**src/rtl/irqc_pkg.sv**
```systemverilog
package irqc_pkg;

  localparam int unsigned BUS_W = 32;

  // Register byte addresses
  localparam logic [6:0] A_CTRL   = 7'h00;
  localparam logic [6:0] A_MASK   = 7'h04;
  localparam logic [6:0] A_ENNUM  = 7'h08;
  localparam logic [6:0] A_DISNUM = 7'h0C;
  localparam logic [6:0] A_ENH    = 7'h10;
  localparam logic [6:0] A_ENL    = 7'h14;
  localparam logic [6:0] A_TYPH   = 7'h18;
  localparam logic [6:0] A_TYPL   = 7'h1C;
  localparam logic [6:0] A_PRIO0  = 7'h20;
  localparam logic [6:0] A_NVEC   = 7'h40;
  localparam logic [6:0] A_FVEC   = 7'h44;
  localparam logic [6:0] A_RAWH   = 7'h48;
  localparam logic [6:0] A_RAWL   = 7'h4C;
  localparam logic [6:0] A_FRCH   = 7'h50;
  localparam logic [6:0] A_FRCL   = 7'h54;
  localparam logic [6:0] A_NPH    = 7'h58;
  localparam logic [6:0] A_NPL    = 7'h5C;
  localparam logic [6:0] A_FPH    = 7'h60;
  localparam logic [6:0] A_FPL    = 7'h64;

  // Priority register index from a byte address in the 0x20..0x3C window
  function automatic logic [2:0] prio_reg_of(input logic [6:0] a);
    logic [2:0] slot;
    slot = a[4:2];
    return 3'd7 - slot;
  endfunction

  // Vector word: source number in 31:16, or all ones when nothing is pending
  function automatic logic [31:0] vec_word(input logic vld, input logic [15:0] num);
    return vld ? {num, 16'h0000} : 32'hFFFF_FFFF;
  endfunction

  // Signed threshold comparison of an unsigned priority against the mask
  function automatic logic prio_above(input logic [7:0] prio, input logic [31:0] mask);
    return $signed({24'h0, prio}) > $signed(mask);
  endfunction

endpackage

```
**src/rtl/irqc_prio_arb.sv**
```systemverilog
module irqc_prio_arb #(
  parameter int unsigned NUM_SRC = 64,
  parameter int unsigned PRIO_W  = 4,
  localparam int unsigned IDX_W  = $clog2(NUM_SRC)
) (
  input  logic [NUM_SRC-1:0]        pend_i,
  input  logic [NUM_SRC*PRIO_W-1:0] prio_i,
  output logic                      any_o,
  output logic [IDX_W-1:0]          idx_o,
  output logic [PRIO_W-1:0]         prio_o
);
  always_comb begin
    any_o  = 1'b0;
    idx_o  = '0;
    prio_o = '0;
    for (int i = 0; i < NUM_SRC; i++) begin
      if (pend_i[i] && (!any_o || prio_i[i*PRIO_W +: PRIO_W] >= prio_o)) begin
        any_o  = 1'b1;
        idx_o  = IDX_W'(i);
        prio_o = prio_i[i*PRIO_W +: PRIO_W];
      end
    end
  end
endmodule

```
**src/rtl/irqc_fast_enc.sv**
```systemverilog
module irqc_fast_enc #(
  parameter int unsigned NUM_SRC = 64,
  localparam int unsigned IDX_W  = $clog2(NUM_SRC)
) (
  input  logic [NUM_SRC-1:0] pend_i,
  output logic               any_o,
  output logic [IDX_W-1:0]   idx_o
);
  always_comb begin
    any_o = 1'b0;
    idx_o = '0;
    for (int i = 0; i < NUM_SRC; i++) begin
      if (pend_i[i]) begin
        any_o = 1'b1;
        idx_o = IDX_W'(i);
      end
    end
  end
endmodule

```
**src/rtl/irq_num_ctrl.sv**
```systemverilog
module irq_num_ctrl
  import irqc_pkg::*;
#(
  parameter int unsigned NUM_SRC = 64,
  parameter int unsigned PRIO_W  = 4
) (
  input  logic        clk,
  input  logic        rst_n,
  input  logic        bus_wr,
  input  logic [6:0]  bus_addr,
  input  logic [31:0] bus_wdata,
  output logic [31:0] bus_rdata,
  input  logic [63:0] src_i,
  output logic        nirq_o,
  output logic        firq_o
);
  localparam int unsigned IDX_W   = $clog2(NUM_SRC);
  localparam int unsigned WORDS   = NUM_SRC / BUS_W;
  localparam int unsigned PER_REG = BUS_W / PRIO_W;
  localparam int unsigned NPRIO   = NUM_SRC / PER_REG;

  logic [NUM_SRC-1:0]        en_q, type_q, force_q;
  logic [NUM_SRC*PRIO_W-1:0] prio_q;
  logic [31:0]               mask_q;

  // Named internal events, visible to the checker
  logic                      wr_en_num, wr_dis_num, num_ok;
  logic [IDX_W-1:0]          num_idx;
  logic [NUM_SRC-1:0]        active, npend, fpend;
  logic                      n_any, f_any;
  logic [IDX_W-1:0]          n_idx, f_idx;
  logic [PRIO_W-1:0]         n_prio;
  logic                      prio_win;

  assign num_ok     = bus_wdata < NUM_SRC;
  assign num_idx    = bus_wdata[IDX_W-1:0];
  assign wr_en_num  = bus_wr && bus_addr == A_ENNUM  && num_ok;
  assign wr_dis_num = bus_wr && bus_addr == A_DISNUM && num_ok;

  assign active = (src_i | force_q) & en_q;
  assign npend  = active & ~type_q;
  assign fpend  = active & type_q;

  irqc_prio_arb #(.NUM_SRC(NUM_SRC), .PRIO_W(PRIO_W)) u_arb (
    .pend_i (npend),
    .prio_i (prio_q),
    .any_o  (n_any),
    .idx_o  (n_idx),
    .prio_o (n_prio)
  );

  irqc_fast_enc #(.NUM_SRC(NUM_SRC)) u_fenc (
    .pend_i (fpend),
    .any_o  (f_any),
    .idx_o  (f_idx)
  );

  assign prio_win = prio_above(8'(n_prio), mask_q);
  assign nirq_o   = n_any && prio_win;
  assign firq_o   = f_any;

  // Register writes
  always_ff @(posedge clk or negedge rst_n) begin
    if (!rst_n) begin
      en_q    <= '0;
      type_q  <= '0;
      force_q <= '0;
      prio_q  <= '0;
      mask_q  <= '0;
    end else begin
      if (wr_en_num)  en_q[num_idx] <= 1'b1;
      if (wr_dis_num) en_q[num_idx] <= 1'b0;
      if (bus_wr) begin
        if (bus_addr == A_MASK) mask_q <= bus_wdata;
        for (int w = 0; w < WORDS; w++) begin
          // word 0 is the low word, the high word sits at the lower address
          if (bus_addr == (A_ENL  - 7'(4*w))) en_q   [w*BUS_W +: BUS_W] <= bus_wdata;
          if (bus_addr == (A_TYPL - 7'(4*w))) type_q [w*BUS_W +: BUS_W] <= bus_wdata;
          if (bus_addr == (A_FRCL - 7'(4*w))) force_q[w*BUS_W +: BUS_W] <= bus_wdata;
        end
        for (int r = 0; r < NPRIO; r++) begin
          if (bus_addr[6:5] == A_PRIO0[6:5] && bus_addr[1:0] == 2'b00 &&
              prio_reg_of(bus_addr) == 3'(r))
            prio_q[r*BUS_W +: BUS_W] <= bus_wdata;
        end
      end
    end
  end

  // Register reads
  always_comb begin
    bus_rdata = '0;
    case (bus_addr)
      A_CTRL:  bus_rdata = '0;
      A_MASK:  bus_rdata = mask_q;
      A_ENH:   bus_rdata = en_q[63:32];
      A_ENL:   bus_rdata = en_q[31:0];
      A_TYPH:  bus_rdata = type_q[63:32];
      A_TYPL:  bus_rdata = type_q[31:0];
      A_NVEC:  bus_rdata = vec_word(n_any, 16'(n_idx));
      A_FVEC:  bus_rdata = vec_word(f_any, 16'(f_idx));
      A_RAWH:  bus_rdata = src_i[63:32];
      A_RAWL:  bus_rdata = src_i[31:0];
      A_FRCH:  bus_rdata = force_q[63:32];
      A_FRCL:  bus_rdata = force_q[31:0];
      A_NPH:   bus_rdata = npend[63:32];
      A_NPL:   bus_rdata = npend[31:0];
      A_FPH:   bus_rdata = fpend[63:32];
      A_FPL:   bus_rdata = fpend[31:0];
      default: begin
        if (bus_addr[6:5] == A_PRIO0[6:5] && bus_addr[1:0] == 2'b00)
          bus_rdata = prio_q[32*prio_reg_of(bus_addr) +: 32];
      end
    endcase
  end
endmodule

```
**config.mk**
```make
export PLATFORM = sky130hd
export DESIGN_NAME = irq_num_ctrl
export DESIGN_NICKNAME = d
export VERILOG_FILES = /design/src/rtl/irqc_pkg.sv /design/src/rtl/irqc_prio_arb.sv /design/src/rtl/irqc_fast_enc.sv /design/src/rtl/irq_num_ctrl.sv
export SDC_FILE = /design/constraint.sdc
export NUM_CORES = 2
export LEC_CHECK = 0
export BUFFER_PORTS_ARGS = -buffer_cell sky130_fd_sc_hd__buf_2
export CORE_MARGIN = 2
export CORE_UTILIZATION = 50
export CTS_CLUSTER_DIAMETER = 30
export DETAILED_ROUTE_END_ITERATION = 12
export PLACE_DENSITY = 0.67
export SLEW_MARGIN = 20
export SYNTH_ARGS = -nofsm -noshare
export SYNTH_HDL_FRONTEND = slang
export SYNTH_SLANG_ARGS = --single-unit
```
**constraint.sdc**
```tcl
create_clock -name clk -period 184.5 [get_ports clk]
set_input_delay 27.675 -clock clk [delete_from_list [all_inputs] [get_ports clk]]
set_output_delay 27.675 -clock clk [all_outputs]
set_load 0.02 [all_outputs]
```
Word-level counts from Yosys, hierarchy flattened

Index checks and enable logic that the tools add are counted.

Flip-flop bits (word level): 480
Bits of input ports: 106
Output and inout port bits: 34

$add $sub $neg: 1
Magnitude comparators: 67
Equal/unequal tests: 25
Shift operators: 1
Muxes and demuxes: 329
Bitwise operators: 8
Reductions and logical operators: 220

Operators with widths:

| operator                                             | count |
|---|---|
| case mux 32 bit (16 select lines)                    | 1 |
| two-way mux 6 bit                                    | 64 |
| two-way mux 4 bit                                    | 80 |
| bitwise AND 64 bit                                   | 4 |
| variable part select 256 x 9 -> 32 bit               | 1 |
| greater-or-equal comparator 4 bit                    | 63 |
| two-way mux 64 bit                                   | 3 |
| two-way mux 32 bit                                   | 5 |
| two-way mux 5 bit                                    | 32 |
| two-way mux 1 bit                                    | 131 |
| inverter 64 bit                                      | 2 |
| bitwise OR 64 bit                                    | 2 |
| logical AND 1 bit                                    | 78 |
| == test 7 bit (second input constant)                | 10 |
| logical NOT 1 bit                                    | 63 |
| logical OR 1 bit                                     | 63 |
| greater-than comparator 5 x 32 -> 1 bit              | 1 |
| < comparator 32 x 7 -> 1 bit (second input constant) | 1 |
| == test 7 x 5 -> 1 bit (second input constant)       | 4 |
| AND reduction 2 bit                                  | 13 |
| two-way mux 3 bit                                    | 8 |
| == test 7 x 4 -> 1 bit (second input constant)       | 2 |
| == test 3 bit (second input constant)                | 4 |
| two-way mux 2 bit                                    | 4 |
| 11 further kinds                                     | 12 |

Depth between registers and ports, before layout

Depth in word-level cells: 258
Mapped depth: 546
Depth with buffers taken out: 527

Modules after synthesis

Synthesis repeated with hierarchy kept, for this count alone.

Cells, all modules: 4,328
Area, all modules: 39,359.0 µm²

Modules (own cells, without submodules):

| module        | times used | cells an instance | area an instance (µm²) |
|---|---|---|---|
| irq_num_ctrl  | 1          | 2,280             | 25,762.2 |
| irqc_prio_arb | 1          | 1,905             | 12,769.7 |
| irqc_fast_enc | 1          | 143               | 827.0 |

Worst setup path after synthesis

No wires, ideal clock.

Kind: input to output
Start: input src_i[0]
End: output nirq_o
Arrival time: 121,948 ps
Setup slack: 34,877 ps
Stages on the path: 510
Cell sequence: o21ai_1 > nor2_1 > nand2_1 > ha_1 > o211ai_1 > o21a_1 > a21oi_1 > mux2_2 > ha_1 > nand2b_1 > a211oi_1 > o211a_1 > nand2b_1 > clkbuf_1 > mux2_2 > ha_1 > nor2b_1 > o21ai_0 > (+474 left out) > o22ai_1 > ha_1 > nand2b_1 > a21o_1 > a21o_1 > a21oi_1 > nor2_1 > inv_1 > o21ai_2 > or3_1 > o22ai_1 > ha_1 > nor2b_1 > o21a_1 > o21ai_0 > nand2b_1 > a21oi_1 > a221oi_1

Word-level cells in the longest chain between the ends: 258
Elaborated cells on any way between the ends: 385
Classes of those cells: order compare: 64; mux: 128; bitwise: 3; reduce/logical: 190

Ends and longest elaborated chain:

| element                                                                       | RTL line            | source |
|---|---|---|
| start, declared                                                               | irq_num_ctrl.sv:13  | `input logic [63:0] src_i,` |
| bitwise OR 64 bit *                                                           | irq_num_ctrl.sv:40  | `assign active = (src_i \| force_q) & en_q;` |
| bitwise AND 64 bit *                                                          | irq_num_ctrl.sv:40  |  |
| bitwise AND 64 bit *                                                          | irq_num_ctrl.sv:41  | `assign npend = active & ~type_q;` |
| two-way mux 4 bit / two-way mux 1 bit (equally long branches)                 | irqc_prio_arb.sv:17 | `if (pend_i[i] && (!any_o \|\| prio_i[i*PRIO_W +: PRIO_W] >= prio_o)) begin` |
| greater-or-equal comparator 4 bit / logical NOT 1 bit (equally long branches) | irqc_prio_arb.sv:17 |  |
| logical OR 1 bit                                                              | irqc_prio_arb.sv:17 |  |
| logical AND 1 bit                                                             | irqc_prio_arb.sv:17 |  |
| two-way mux 4 bit / two-way mux 1 bit (equally long branches)                 | irqc_prio_arb.sv:17 |  |
| (+242 left out)                                                               | -                   |  |
| logical AND 1 bit                                                             | irqc_prio_arb.sv:17 |  |
| two-way mux 4 bit / two-way mux 1 bit (equally long branches)                 | irqc_prio_arb.sv:17 |  |
| greater-or-equal comparator 4 bit / logical NOT 1 bit (equally long branches) | irqc_prio_arb.sv:17 |  |
| logical OR 1 bit                                                              | irqc_prio_arb.sv:17 |  |
| logical AND 1 bit                                                             | irqc_prio_arb.sv:17 |  |
| two-way mux 4 bit                                                             | irqc_prio_arb.sv:17 |  |
| greater-than comparator 5 x 32 -> 1 bit                                       | irqc_pkg.sv:40      | `return $signed({24'h0, prio}) > $signed(mask);` |
| logical AND 1 bit *                                                           | irq_num_ctrl.sv:59  | `assign nirq_o = n_any && prio_win;` |
| end, declared                                                                 | irq_num_ctrl.sv:14  | `output logic nirq_o,` |

Every way passes the cells marked *; elsewhere a longest branch is shown, timed or not.

Final worst setup path

Same ends and word-level chain as after synthesis.

==> results.tsv <==
stage	metric	value	unit
power	power	715	uW
floorplanning	die_x	280	um
clocking	htreeDepth	3	
worst_hold_path	min_path_type	register to register	
worst_hold_path	min_path_cells	2	
global_route	grt_usage	0.454	
drt	vias	38600	
yosys	async_flop_share	1.00	
floorplanning	io_pins	140	
critical_path	worstSetupStartpointType	primary input	
placement	dp_hpwl	136000	um
clocking	hold_buffers	0	
layout	finalNetCount	4631	
yosys	synth_fp_nets	4499	
clocking	clk_latency	0.68	ns
outcome	outcome	finished, final reports clean	
layout	final_common_cell	dfrtp_1	
timing	fin_worst_skew	0	ns
floorplanning	core	75800	um2
clocking	cts_resized	0	
timing	worst_pin_slew	1.27	ns
global_route	grt_pass1_vias	35100	
placement	io_buffers	139	
timing	rsz0062_at_grt	no	
critical_path	path_class	primary input to primary output	
timing	finalSetupTns	0	ns
critical_path	crit_arrival	138.74	ns
placement	dpl.cell_count	5182	
yosys	ys.flop_type	dfrtp_1	
layout	fin_area	44300	um2
yosys	ys_seq_area_frac	0.315	
critical_path	cp.required	156.82	ns
drt	post_drt_wl_per_cell	33.8	um
yosys	synthesis.area	38200	um2
power	vdd_drop_max	0.00000948	V
global_route	grt_overflow	0	
drt	via_per_inst	7.13	
drt	first_pass_iters	9	
global_route	grt_antenna_before_repair	7	
job	cap_violations	0	
clocking	clkTransAtPathRegs	0.05	ns
timing	drv_slew	0	
timing	slew-limit-headroom	0.148	
critical_path	endpoint_kind	primary output	
layout	final_cells	5409	
clocking	cts_sinks	480	
drt	drtAntennaViolNets	0	
critical_path	crit_buf_inv	17	
placement	gp_congestion	1.06	
yosys	syn_avg_cell_area	9.11	um2
clocking	cts-buffers-inserted	117	
placement	dpl-instance-area	40000	um2
timing	setup_viol	0	
power	p_leak	20.1	nW
floorplanning	die-area	78600	um2
critical_path	critPathTopFamily	compound AO/OA/AOI/OAI gates	
clocking	cts_buffer_depth	3	
drt	wl	183000	um
floorplanning	chipHeight	280	um
critical_path	worst_path_most_repeated_cell	ha_1	
critical_path	cp_max_fo	13	
critical_path	slowest_delay	0.85	ns
floorplanning	start_util	0.503	
clocking	post-cts-setup-buffers	0	
timing	period_share	0.902	
power	power_per_cell_area	16.2	nW/um2
yosys	syn_inst	4192	
yosys	synth-warning-count	0	
drt	drc	0	
layout	final_cell_mix	480 x dfrtp_1, 419 x mux2_2, 335 x nor2_1	
yosys	synth-edff-count	0	
global_route	grt_pass1_wl	254000	um
critical_path	slowest_stage	a21boi_1	
timing	fmax	6.01	MHz
yosys	synth_cell_types	121	
critical_path	cp.depth	495	
layout	drive_gt1_frac	0.239	
timing	layout_min_cycle_time	166.41	ns
critical_path	worstRegToRegCells	2	
clocking	ctsRootBufferMaster	clkbuf_16	
global_route	grt_max_degree	92	
timing	hold_viol_final	0	
clocking	cts_tree	yes	
layout	areaGrowthSynthToFinish	16.0	%
yosys	synth_seq_cells	480	
floorplanning	row_count	101	
drt	initialDrtViolationCount	5976	
==> final timing paths <==
check                      slack [ns]   startpoint     endpoint
min in group asynchronous       27.04        rst_n  prio_q[253]
max reg2reg                    183.40   prio_q[66]   prio_q[66]
min                              0.50  force_q[33]  force_q[33]
max                             18.09     src_i[0]       nirq_o
max in group asynchronous      154.24        rst_n    prio_q[4]
min reg2reg                      0.50  force_q[33]  force_q[33]
==> synth_stat cells (51+ instances only) <==
cell	n	area share
nand2_1	309	0.030
nor2_1	352	0.035
o22ai_1	52	0.0085
mux4_2	64	0.038
inv_1	196	0.019
ha_1	201	0.066
mux2i_1	61	0.016
dfrtp_1	480	0.31
nand3_1	67	0.0088
and2_1	57	0.0093
a21o_1	87	0.017
o21ai_0	275	0.036
nand2b_1	115	0.019
o211ai_1	76	0.015
a22oi_1	94	0.018
a21oi_1	288	0.038
mux2_2	419	0.12
nor3_1	51	0.0067
clkbuf_1	143	0.014
==> report_power, final <==
part           internal (mW)  switching [mW]
Sequential             0.115          0.0177
Combinational          0.152           0.209
Clock                  0.151          0.0707
==> state kept, by name (all words and copies together) (netlist names) <==
| name | count |
|---|---|
| force_q | 64 |
| en_q | 64 |
| mask_q | 32 |
| type_q | 64 |
| prio_q | 256 |
==> cells by family after synthesis <==
group                      after synthesis  share of synthesized area
AOI/OAI and AO/OA                     1339                      0.240
adders and majority gates              218                     0.0703
buffers and inverters                  393                     0.0394
DFF                                    480                      0.315
muxes                                  546                      0.178
and+or+nand+nor                       1216                      0.157
==> worst reg2reg max path: stages, from the launching register on <==
cell and delay (ns):
dfrtp_1 0.59, inv_1 0.21, o21ai_0 0.21
==> routing by layer <==
metal,track usage,vias to the layer above,share of wire
met5,0,-,0.000066
met1,0.621,18800,0.40
met2,0.612,2994,0.38
met4,0.263,2,0.070
li1,-,16200,-
met3,0.162,614,0.15
==> per-stage QoR <==
stage                     hold WS (ns)   util  worst slack, ns
after global routing             0.547  0.584            10.52
after CTS                        0.501  0.584            19.92
final                            0.499  0.584            18.09
after detailed placement         0.490  0.527            20.48
after floorplan                  0.467      -            34.88
after global placement           0.486  0.527            21.74
==> layout make-up <==
class,instances,area (um2)
diodes,5,12.5
flip-flops and latches,480,12000
clock inverters,81,1060
repair buffers,209,1260
clock buffers,140,3210
fillers,6640,31500
inverters,197,739
well taps,978,1220
multi-input cells,3319,24800
Note: power is estimated with default switching activity, not from simulation.
